[src/rtl/frame_spi_pkg.sv]
package frame_spi_pkg;
  localparam logic [2:0] A_CTRL  = 3'd0;
  localparam logic [2:0] A_FMT   = 3'd1;
  localparam logic [2:0] A_FRAME = 3'd2;
  localparam logic [2:0] A_STAT  = 3'd3;
  localparam logic [2:0] A_IEN   = 3'd4;
  localparam logic [2:0] A_TXD   = 3'd5;
  localparam logic [2:0] A_RXD   = 3'd6;

  localparam int B_IDLE   = 30;
  localparam int B_TXEDGE = 27;
  localparam int B_RXEDGE = 26;
  localparam int B_TXTRI  = 23;
  localparam int B_CLKEN  = 15;
  localparam int B_FSTART = 14;
  localparam int B_TXEN   = 9;
  localparam int B_RXEN   = 8;
  localparam int B_LSB    = 24;
  localparam int B_NOTX   = 0;
  localparam int B_TXEOF  = 23;
  localparam int B_RXEOF  = 7;
  localparam int B_OVF    = 0;

  localparam logic [31:0] CTRL_MASK = 32'h5C80_C300;

  typedef struct packed {
    logic loadTx;
    logic shiftTx;
    logic sampleRx;
  } dpStrobe_t;

  function automatic logic [31:0] rev32(input logic [31:0] v);
    logic [31:0] r;
    for (int i = 0; i < 32; i++) r[i] = v[31-i];
    return r;
  endfunction
endpackage

[src/rtl/frame_spi_fifo.sv]
module frame_spi_fifo #(
  parameter int WIDTH = 32,
  parameter int DEPTH = 64
) (
  input  logic             clk,
  input  logic             rstN,
  input  logic             wrEn,
  input  logic [WIDTH-1:0] wrData,
  input  logic             rdEn,
  output logic [WIDTH-1:0] rdData,
  output logic             empty,
  output logic             full
);
  localparam int AW = (DEPTH > 1) ? $clog2(DEPTH) : 1;
  localparam int CW = $clog2(DEPTH + 1);
  localparam logic [AW-1:0] LAST = AW'(DEPTH - 1);

  logic [WIDTH-1:0] mem [DEPTH];
  logic [AW-1:0] wrPtr, rdPtr;
  logic [CW-1:0] count;
  logic doWr, doRd;

  assign empty  = (count == '0);
  assign full   = (count == CW'(DEPTH));
  assign doWr   = wrEn & ~full;
  assign doRd   = rdEn & ~empty;
  assign rdData = empty ? '0 : mem[rdPtr];

  always_ff @(posedge clk or negedge rstN) begin
    if (!rstN) begin
      wrPtr <= '0;
      rdPtr <= '0;
      count <= '0;
    end else begin
      if (doWr) wrPtr <= (wrPtr == LAST) ? '0 : wrPtr + 1'b1;
      if (doRd) rdPtr <= (rdPtr == LAST) ? '0 : rdPtr + 1'b1;
      count <= count + CW'(doWr) - CW'(doRd);
    end
  end

  always_ff @(posedge clk) begin
    if (doWr) mem[wrPtr] <= wrData;
  end

  p_full_drop_r9: assert property (@(posedge clk) disable iff (!rstN)
    (wrEn && full && !rdEn) |=> $stable(count));
  p_empty_read_r9: assert property (@(posedge clk) disable iff (!rstN)
    (rdEn && empty && !wrEn) |=> empty);
endmodule

[src/rtl/frame_spi_dp.sv]
module frame_spi_dp
  import frame_spi_pkg::*;
(
  input  logic        clk,
  input  logic        rstN,
  input  dpStrobe_t   strobe,
  input  logic        lsbFirst,
  input  logic        noTx,
  input  logic [4:0]  bitsM1,
  input  logic [31:0] txHead,
  input  logic        txEmpty,
  input  logic        miso,
  output logic        mosi,
  output logic [31:0] rxWord
);
  logic [31:0] txSh, rxSh, rxNext, rxMasked, loadVal;
  logic [5:0]  padBits;

  // number of unused low bits in a left-justified entry: 32 - bits
  assign padBits  = 6'd31 - {1'b0, bitsM1};
  assign loadVal  = (noTx || txEmpty) ? '0 :
                    (lsbFirst ? (rev32(txHead) << padBits) : txHead);
  assign rxNext   = {rxSh[30:0], miso};
  assign rxMasked = rxNext & (32'hFFFF_FFFF >> padBits);
  assign rxWord   = lsbFirst ? rev32(rxMasked) : (rxMasked << padBits);
  assign mosi     = txSh[31];

  always_ff @(posedge clk or negedge rstN) begin
    if (!rstN) begin
      txSh <= '0;
      rxSh <= '0;
    end else begin
      if (strobe.loadTx)       txSh <= loadVal;
      else if (strobe.shiftTx) txSh <= {txSh[30:0], 1'b0};
      if (strobe.sampleRx)     rxSh <= rxNext;
    end
  end
endmodule

[src/rtl/frame_spi_ctrl.sv]
module frame_spi_ctrl
  import frame_spi_pkg::*;
(
  input  logic        clk,
  input  logic        rstN,
  input  logic        regWrEn,
  input  logic        regRdEn,
  input  logic [2:0]  regAddr,
  input  logic [31:0] regWrData,
  output logic [31:0] regRdData,
  input  logic        sclkTick,
  input  logic        txFull,
  input  logic        txEmpty,
  input  logic [31:0] rxHead,
  output logic        txPush,
  output logic        txPop,
  output logic        rxPush,
  output logic        rxPop,
  output dpStrobe_t   strobe,
  output logic        lsbFirst,
  output logic        noTx,
  output logic [4:0]  bitsM1,
  output logic        sclk,
  output logic        mosiOe,
  output logic        irq
);
  logic [31:0] ctrlReg;
  logic [7:0]  wordsM1;
  logic        ienTx, ienRx, stTx, stRx, stOvf;
  logic        started, frameDone, draining, armed, needLoad, sclkReg;
  logic [4:0]  bitCnt;
  logic [7:0]  wordCnt;
  logic        idleLvl, fStart, active, startNow, tickNow, nextSclk, edgeFall;
  logic        isRxEdge, isTxEdge, wordEnd, frameEnd, doLoad, doShift, finishNow, wrStat;

  assign idleLvl  = ctrlReg[B_IDLE];
  assign fStart   = ctrlReg[B_FSTART];
  assign active   = started & ~frameDone & ctrlReg[B_CLKEN] & ctrlReg[B_TXEN];
  assign startNow = fStart & ctrlReg[B_CLKEN] & ctrlReg[B_TXEN] & ~started & ~frameDone;
  assign tickNow  = active & sclkTick;
  assign nextSclk = ~sclkReg;
  assign edgeFall = sclkReg;
  assign isRxEdge = tickNow & ~draining & (edgeFall == ctrlReg[B_RXEDGE]);
  assign isTxEdge = tickNow & ~draining & (edgeFall == ctrlReg[B_TXEDGE]) & ~isRxEdge;
  assign wordEnd  = isRxEdge & (bitCnt == bitsM1);
  assign frameEnd = wordEnd & (wordCnt == wordsM1);
  assign doLoad   = startNow | (isTxEdge & needLoad);
  assign doShift  = isTxEdge & ~needLoad & armed;
  assign finishNow = (frameEnd & (nextSclk == idleLvl)) | (tickNow & draining);

  assign strobe.loadTx   = doLoad;
  assign strobe.shiftTx  = doShift;
  assign strobe.sampleRx = isRxEdge;
  assign txPop  = doLoad & ~noTx;
  assign rxPush = wordEnd & ctrlReg[B_RXEN];
  assign txPush = regWrEn & (regAddr == A_TXD);
  assign rxPop  = regRdEn & (regAddr == A_RXD);
  assign wrStat = regWrEn & (regAddr == A_STAT);

  assign sclk   = sclkReg;
  assign mosiOe = ~ctrlReg[B_TXTRI] | (started & ~frameDone);
  assign irq    = (stTx & ienTx) | (stRx & ienRx);

  // register file
  always_ff @(posedge clk or negedge rstN) begin
    if (!rstN) begin
      ctrlReg  <= '0;
      lsbFirst <= 1'b0;
      bitsM1   <= '0;
      wordsM1  <= '0;
      noTx     <= 1'b0;
      ienTx    <= 1'b0;
      ienRx    <= 1'b0;
    end else if (regWrEn) begin
      case (regAddr)
        A_CTRL:  ctrlReg <= regWrData & CTRL_MASK;
        A_FMT:   lsbFirst <= regWrData[B_LSB];
        A_FRAME: begin
          bitsM1  <= regWrData[28:24];
          wordsM1 <= regWrData[23:16];
          noTx    <= regWrData[B_NOTX];
        end
        A_IEN: begin
          ienTx <= regWrData[B_TXEOF];
          ienRx <= regWrData[B_RXEOF];
        end
        default: ;
      endcase
    end
  end

  // status flags: set wins over a same-cycle clear
  always_ff @(posedge clk or negedge rstN) begin
    if (!rstN) begin
      stTx  <= 1'b0;
      stRx  <= 1'b0;
      stOvf <= 1'b0;
    end else begin
      stTx  <= (stTx & ~(wrStat & regWrData[B_TXEOF])) | finishNow;
      stRx  <= (stRx & ~(wrStat & regWrData[B_RXEOF])) | (finishNow & ctrlReg[B_RXEN]);
      stOvf <= (stOvf & ~(wrStat & regWrData[B_OVF])) | (txPush & txFull);
    end
  end

  // frame sequencer
  always_ff @(posedge clk or negedge rstN) begin
    if (!rstN) begin
      started   <= 1'b0;
      frameDone <= 1'b0;
      draining  <= 1'b0;
      armed     <= 1'b0;
      needLoad  <= 1'b0;
      bitCnt    <= '0;
      wordCnt   <= '0;
      sclkReg   <= 1'b0;
    end else if (!fStart || !started) begin
      frameDone <= fStart & frameDone;
      draining  <= 1'b0;
      armed     <= 1'b0;
      needLoad  <= 1'b0;
      bitCnt    <= '0;
      wordCnt   <= '0;
      sclkReg   <= idleLvl;
      started   <= startNow;
    end else begin
      if (tickNow) sclkReg <= nextSclk;
      if (isRxEdge) begin
        if (wordEnd) begin
          bitCnt <= '0;
          armed  <= 1'b0;
          if (!frameEnd) begin
            wordCnt  <= wordCnt + 1'b1;
            needLoad <= 1'b1;
          end
        end else begin
          bitCnt <= bitCnt + 1'b1;
          armed  <= 1'b1;
        end
      end
      if (doLoad) begin
        needLoad <= 1'b0;
        armed    <= 1'b0;
      end
      if (doShift) armed <= 1'b0;
      if (frameEnd && (nextSclk != idleLvl)) draining <= 1'b1;
      if (finishNow) begin
        frameDone <= 1'b1;
        draining  <= 1'b0;
      end
    end
  end

  always_comb begin
    case (regAddr)
      A_CTRL:  regRdData = ctrlReg;
      A_FMT:   regRdData = {7'b0, lsbFirst, 24'b0};
      A_FRAME: regRdData = {3'b0, bitsM1, wordsM1, 15'b0, noTx};
      A_STAT:  regRdData = {8'b0, stTx, 15'b0, stRx, 6'b0, stOvf};
      A_IEN:   regRdData = {8'b0, ienTx, 15'b0, ienRx, 7'b0};
      A_RXD:   regRdData = rxHead;
      default: regRdData = '0;
    endcase
  end

  p_idle_at_end_r7: assert property (@(posedge clk) disable iff (!rstN)
    $rose(frameDone) |-> (sclkReg == idleLvl));
  p_tick_only_r11: assert property (@(posedge clk) disable iff (!rstN)
    (started && $past(started) && !$past(sclkTick)) |-> $stable(sclkReg));
  p_eof_w1c_r6: assert property (@(posedge clk) disable iff (!rstN)
    (wrStat && regWrData[B_TXEOF] && !finishNow) |=> !stTx);
  p_word_count_r1: assert property (@(posedge clk) disable iff (!rstN)
    $rose(frameDone) |-> (wordCnt == wordsM1));
endmodule

[src/rtl/frame_spi_master.sv]
module frame_spi_master
  import frame_spi_pkg::*;
#(
  parameter int FIFO_DEPTH = 64
) (
  input  logic        clk,
  input  logic        rstN,
  input  logic        regWrEn,
  input  logic        regRdEn,
  input  logic [2:0]  regAddr,
  input  logic [31:0] regWrData,
  output logic [31:0] regRdData,
  input  logic        sclkTick,
  input  logic        miso,
  output logic        sclk,
  output logic        mosi,
  output logic        mosiOe,
  output logic        irq
);
  dpStrobe_t   strobe;
  logic        txPush, txPop, rxPush, rxPop;
  logic        txFull, txEmpty, rxFull, rxEmpty;
  logic        lsbFirst, noTx;
  logic [4:0]  bitsM1;
  logic [31:0] txHead, rxHead, rxWord;

  frame_spi_ctrl u_ctrl (
    .clk, .rstN, .regWrEn, .regRdEn, .regAddr, .regWrData, .regRdData,
    .sclkTick, .txFull, .txEmpty, .rxHead,
    .txPush, .txPop, .rxPush, .rxPop, .strobe,
    .lsbFirst, .noTx, .bitsM1, .sclk, .mosiOe, .irq
  );

  frame_spi_dp u_dp (
    .clk, .rstN, .strobe, .lsbFirst, .noTx, .bitsM1,
    .txHead, .txEmpty, .miso, .mosi, .rxWord
  );

  frame_spi_fifo #(.WIDTH(32), .DEPTH(FIFO_DEPTH)) u_txFifo (
    .clk, .rstN, .wrEn(txPush), .wrData(regWrData), .rdEn(txPop),
    .rdData(txHead), .empty(txEmpty), .full(txFull)
  );

  frame_spi_fifo #(.WIDTH(32), .DEPTH(FIFO_DEPTH)) u_rxFifo (
    .clk, .rstN, .wrEn(rxPush), .wrData(rxWord), .rdEn(rxPop),
    .rdData(rxHead), .empty(rxEmpty), .full(rxFull)
  );

  p_rx_no_over_r9: assert property (@(posedge clk) disable iff (!rstN)
    (rxPush && rxFull) |=> rxFull);
  p_pop_has_data_r8: assert property (@(posedge clk) disable iff (!rstN)
    (txPop && noTx) |-> 1'b0);
endmodule

[config.mk]
export PLATFORM = sky130hd
export DESIGN_NAME = frame_spi_master
export DESIGN_NICKNAME = d
export VERILOG_FILES = /design/src/rtl/frame_spi_pkg.sv /design/src/rtl/frame_spi_fifo.sv /design/src/rtl/frame_spi_dp.sv /design/src/rtl/frame_spi_ctrl.sv /design/src/rtl/frame_spi_master.sv
export SDC_FILE = /design/constraint.sdc
export NUM_CORES = 2
export LEC_CHECK = 0
export ABC_CLOCK_PERIOD_IN_PS = 6880
export CAP_MARGIN = 40
export CORE_MARGIN = 2
export CORE_UTILIZATION = 49
export DETAILED_ROUTE_END_ITERATION = 6
export MAX_ROUTING_LAYER = met4
export PLACE_DENSITY_LB_ADDON = 0.05
export SYNTH_ARGS = -nofsm -noshare
export SYNTH_HDL_FRONTEND = slang
export SYNTH_SLANG_ARGS = --single-unit
[constraint.sdc]
create_clock -name clk -period 6.88 [get_ports clk]
set_input_delay 1.376 -clock clk [delete_from_list [all_inputs] [get_ports clk]]
set_output_delay 1.376 -clock clk [all_outputs]
set_load 0.05 [all_outputs]
==> impl.org <==
** Timing
- Summed over all failing endpoints, the final setup total negative slack is 0 ns.
- At the pin with the least slew margin, the transition time is ~1 ns.
- Setup repair after global routing left no endpoint under its margin.
- The hold violation total from the final report was 0.
- The number of pins exceeding their max-slew limit in the final report came to 0.
- Subtracting the final worst setup slack from the clock period gives around 6.7 ns.
- Final setup violation count :: 0
- Headroom to the max-slew limit :: around 32%
- Max Clock Freq :: ~150 MHz
- Final cycle utilization of the critical path :: 97.0%
- The clock arrives with 0.0304 ns of skew.
- Worst Hold Margin :: about 0.37 ns

** Synth
- For this run, the leading register cell type out of synthesis is edfxtp_1.
- Cell count after synthesis :: 8,076
- Sequential area share after synthesis :: between 70% and 80%
- Most instantiated library cell after synthesis :: edfxtp_1
- Largest cells by area after synthesis :: edfxtp_1 (73%), mux4_2 (14%), dfrtp_1 (2.2%)
- Number of enable flip-flop cells after synthesis :: ~4,000
- Top cells by instance count after synthesis :: edfxtp_1 (4,096), mux4_2 (1,025), mux2i_1 (354), nor2_1 (290), clkbuf_1 (268)
- Number of nets in the synthesized netlist :: 8,143
- Number of unique standard cell types used by synthesis :: slightly below 100
- Netlist area before placement :: approximately 170,000 um^2
- Ys async rst share :: under 10%
- Flops & latches, synth :: roughly 4,200
- The Yosys step of the flow raised 0 warnings.
- Summed over its instances, the top area cell type makes up approximately 73% of the synthesized netlist area.
- Post-synthesis average cell area :: 20.8 um^2
- edfxtp_1 takes more of the synthesized area than any other cell.

** Power
- Maximum VDD drop :: roughly 290 uV
- The analysis attributes to cell leakage a power of about 0.061 uW.
- Cell Pwr Density :: 357 nW/um^2
- Overall power consumption :: 68,800 uW

** Setup path
- The worst setup path is launched from a register.
- Grouping stages by cell kind, the critical path spends the most delay in buffers and inverters.
- CP Data Required Time :: about 5.5 ns
- The most critical setup path has its startpoint at u_rxFifo.rdPtr[0].
- Data arrival time of the critical path :: between 5 and 6 ns
- By startpoint and endpoint, the worst setup path is classified as register to output pin.
- Critical register-to-register path startpoint :: u_txFifo.rdPtr[0]
- Of all nets on the critical path, the largest fanout is 33.
- The largest single stage delay on the critical path is 0.78 ns.
- The critical path goes through buf_12 -> buf_12 -> mux4_2 -> mux4_2 -> mux2_2 -> a21oi_2 -> buf_4 -> o21ai_0 -> clkdlybuf4s50_1.
- Crit path buffers/inverters :: 4
- Crit. End Element :: output pin
- Among all stages on the critical path, the largest delay is contributed by clkdlybuf4s50_1.

** Die
- Measured along the y axis, the die boundary spans between 500 and 600 um.
- For this design the top-level I/O count stands at 77.
- In this run the horizontal extent of the chip is 590 um.
- Area of the core :: 342,000 um^2
- Die area :: 348,000 um^2
- Initial Utilization :: 49.1%
- The initialized floorplan defines ~220 standard-cell rows.

** Cells and area
- Final std cells w/o fill :: 13,500
- For this run, the share of the core covered by cells in the final layout is between 50 and 60%.
- From synthesis to final layout, the design area changed by 14.5%.
- Post-layout nets :: ~8,700
- Share of cells above drive strength 1 :: 28.3%

** Clocking
- Clock tree synthesis selected as its root buffer the cell clkbuf_16.
- Clock latency on the worst-skew pair, taken at its later pin, is 0.97 ns.
- Total clock sinks :: 4,245
- TritonCTS buffer count :: 441
- Hold-fix buffers at CTS :: 0
- Number of H-tree branching levels :: 5
- Clock tree from TritonCTS :: done
- Clock edge transition at the registers on the reported setup and hold paths :: ~0.060 ns
- In this run the deepest clock path goes through 4 buffers.

** Detailed routing
- Vias per cell :: between 6 and 7
- The final route contains about 85,000 vias.
- After detailed routing, the number of remaining DRC violations is 1.
- Once detail routing completed, the nets flagged for antenna violations numbered 0.
- After detailed routing, the average wire length per cell comes to 35.8 um.
- DRC marker count from the first detailed-route iteration :: 9,245
- Drt pass-1 iters :: 7
- Detailed-route wire length :: ~480 mm

** GRT
- Gr usage total :: 28.8%
- Entering global routing, the biggest net connects around 110 pins.
- Antenna violations before repair :: 24
- The total overflow left after global routing is 0.
- The first global-routing pass estimated slightly below 700 mm of wire.
- The number of global-route vias before repair came to between 80,000 and 90,000.

** Min path
- In this run the worst hold path is classified as input pin to asynchronous set/reset pin.

** Place
- During placement, the flow inserted port buffers numbering between 70 and 80.
- The congestion estimate from routability-driven global placement came to between 0.8 and 0.9.
- Half-perimeter wire length after detailed placement :: around 300 mm
- After detailed placement, the design holds a cell count of 12,700.

** Run
- Max-capacitance violation count :: 0

** Status
- Result of the run :: finished with violations
- Failing checks :: design-rule violations
## logic make-up after synthesis
logic type                 share of synthesized area, %
AOI/OAI and AO/OA                                  3.46
xor gates and xnor gates                          0.229
adders and majority gates                         0.202
buffers and inverters                              1.57
DFF                                                75.3
muxes                                              16.8
and+or+nand+nor                                    2.46
## layer usage
metal / vias to the layer above / wire (um) / GRT usage (%) / share of wire [%]
met5: - / 0 / - / 0
met4: 0 / 19900 / 10.3 / 4.1
met3: 811 / 24800 / 3.16 / 5.1
met2: 2974 / 252000 / 48.7 / 52
met1: 46600 / 188000 / 36.2 / 39
li1: 35000 / - / - / -
## worst paths after layout
path                                      endpoint  slack (ns)  cells past startpoint
worst max register to register       u_dp.txSh[11]        1.60                     11
min in group clk                  u_ctrl.bitCnt[4]        0.51                      1
worst max-delay path                 regRdData[25]        0.21                      9
max in group asynchronous         u_ctrl.bitsM1[0]        5.16                      2
worst min register to register    u_ctrl.bitCnt[4]        0.51                      1
worst min-delay path            u_ctrl.ctrlReg[14]        0.37                      1
## where the power goes
group	switching, uW	internal (uW)
Sequential	492	29200
Clock	9860	13400
Combinational	9160	6710
Total	19500	49300
## registers in the layout, summed over array words and instances (netlist names), 5 cells and up
name / cells
u_ctrl.bitsM1: 5
u_txFifo.wrPtr: 6
u_rxFifo.count: 7
u_ctrl.bitCnt: 5
u_txFifo.mem: 2048
u_rxFifo.wrPtr: 6
u_txFifo.count: 7
u_ctrl.wordCnt: 8
u_rxFifo.rdPtr: 6
u_ctrl.wordsM1: 8
u_ctrl.ctrlReg: 9
u_dp.rxSh: 31
u_rxFifo.mem: 2048
u_txFifo.rdPtr: 6
u_dp.txSh: 32
## placed cells by master (no fill, tap or decap), drive strengths merged, types with 31 or more instances in the layout
| cell type | Yosys | layout |
|---|---|---|
| nand3 | 101 | 101 |
| nor3 | 38 | 38 |
| mux4 | 1036 | 1036 |
| o21ai | 156 | 156 |
| dfrtp | 149 | 149 |
| nand2 | 246 | 246 |
| o22ai | 59 | 59 |
| inv | 43 | 52 |
| nand4 | 31 | 31 |
| edfxtp | 4096 | 4096 |
| bufinv | 0 | 38 |
| a21oi | 156 | 156 |
| nor2b | 31 | 31 |
| clkbuf | 268 | 552 |
| clkdlybuf4s50 | 0 | 35 |
| a22oi | 181 | 181 |
| mux2i | 355 | 355 |
| nor2 | 290 | 290 |
| mux2 | 116 | 116 |
| buf | 205 | 546 |
| clkinv | 2 | 185 |
## cell type report
class	instances	area, um^2
inverters	45	169
well taps	4557	5700
clock buffers	552	11700
clock inverters	246	2300
flip-flops and latches	4245	127000
repair buffers	581	5650
fillers	25700	150000
multi-input cells	3313	40400
diodes	10	25.0
## per-stage QoR
step	cell area [um^2]	setup WS (ns)
after floorplan	168000	0.982
after global placement	178000	0.665
after detailed placement	179000	0.896
after CTS	193000	0.0445
after global routing	193000	0.0248
final	193000	0.206
## timing repair
action,CTS,global route
endpoints found under the hold margin,0,0
endpoints found under the setup margin,1,0
buffers inserted,0,0
resized for setup,1,0
Note: power is estimated with default switching activity, not from simulation.
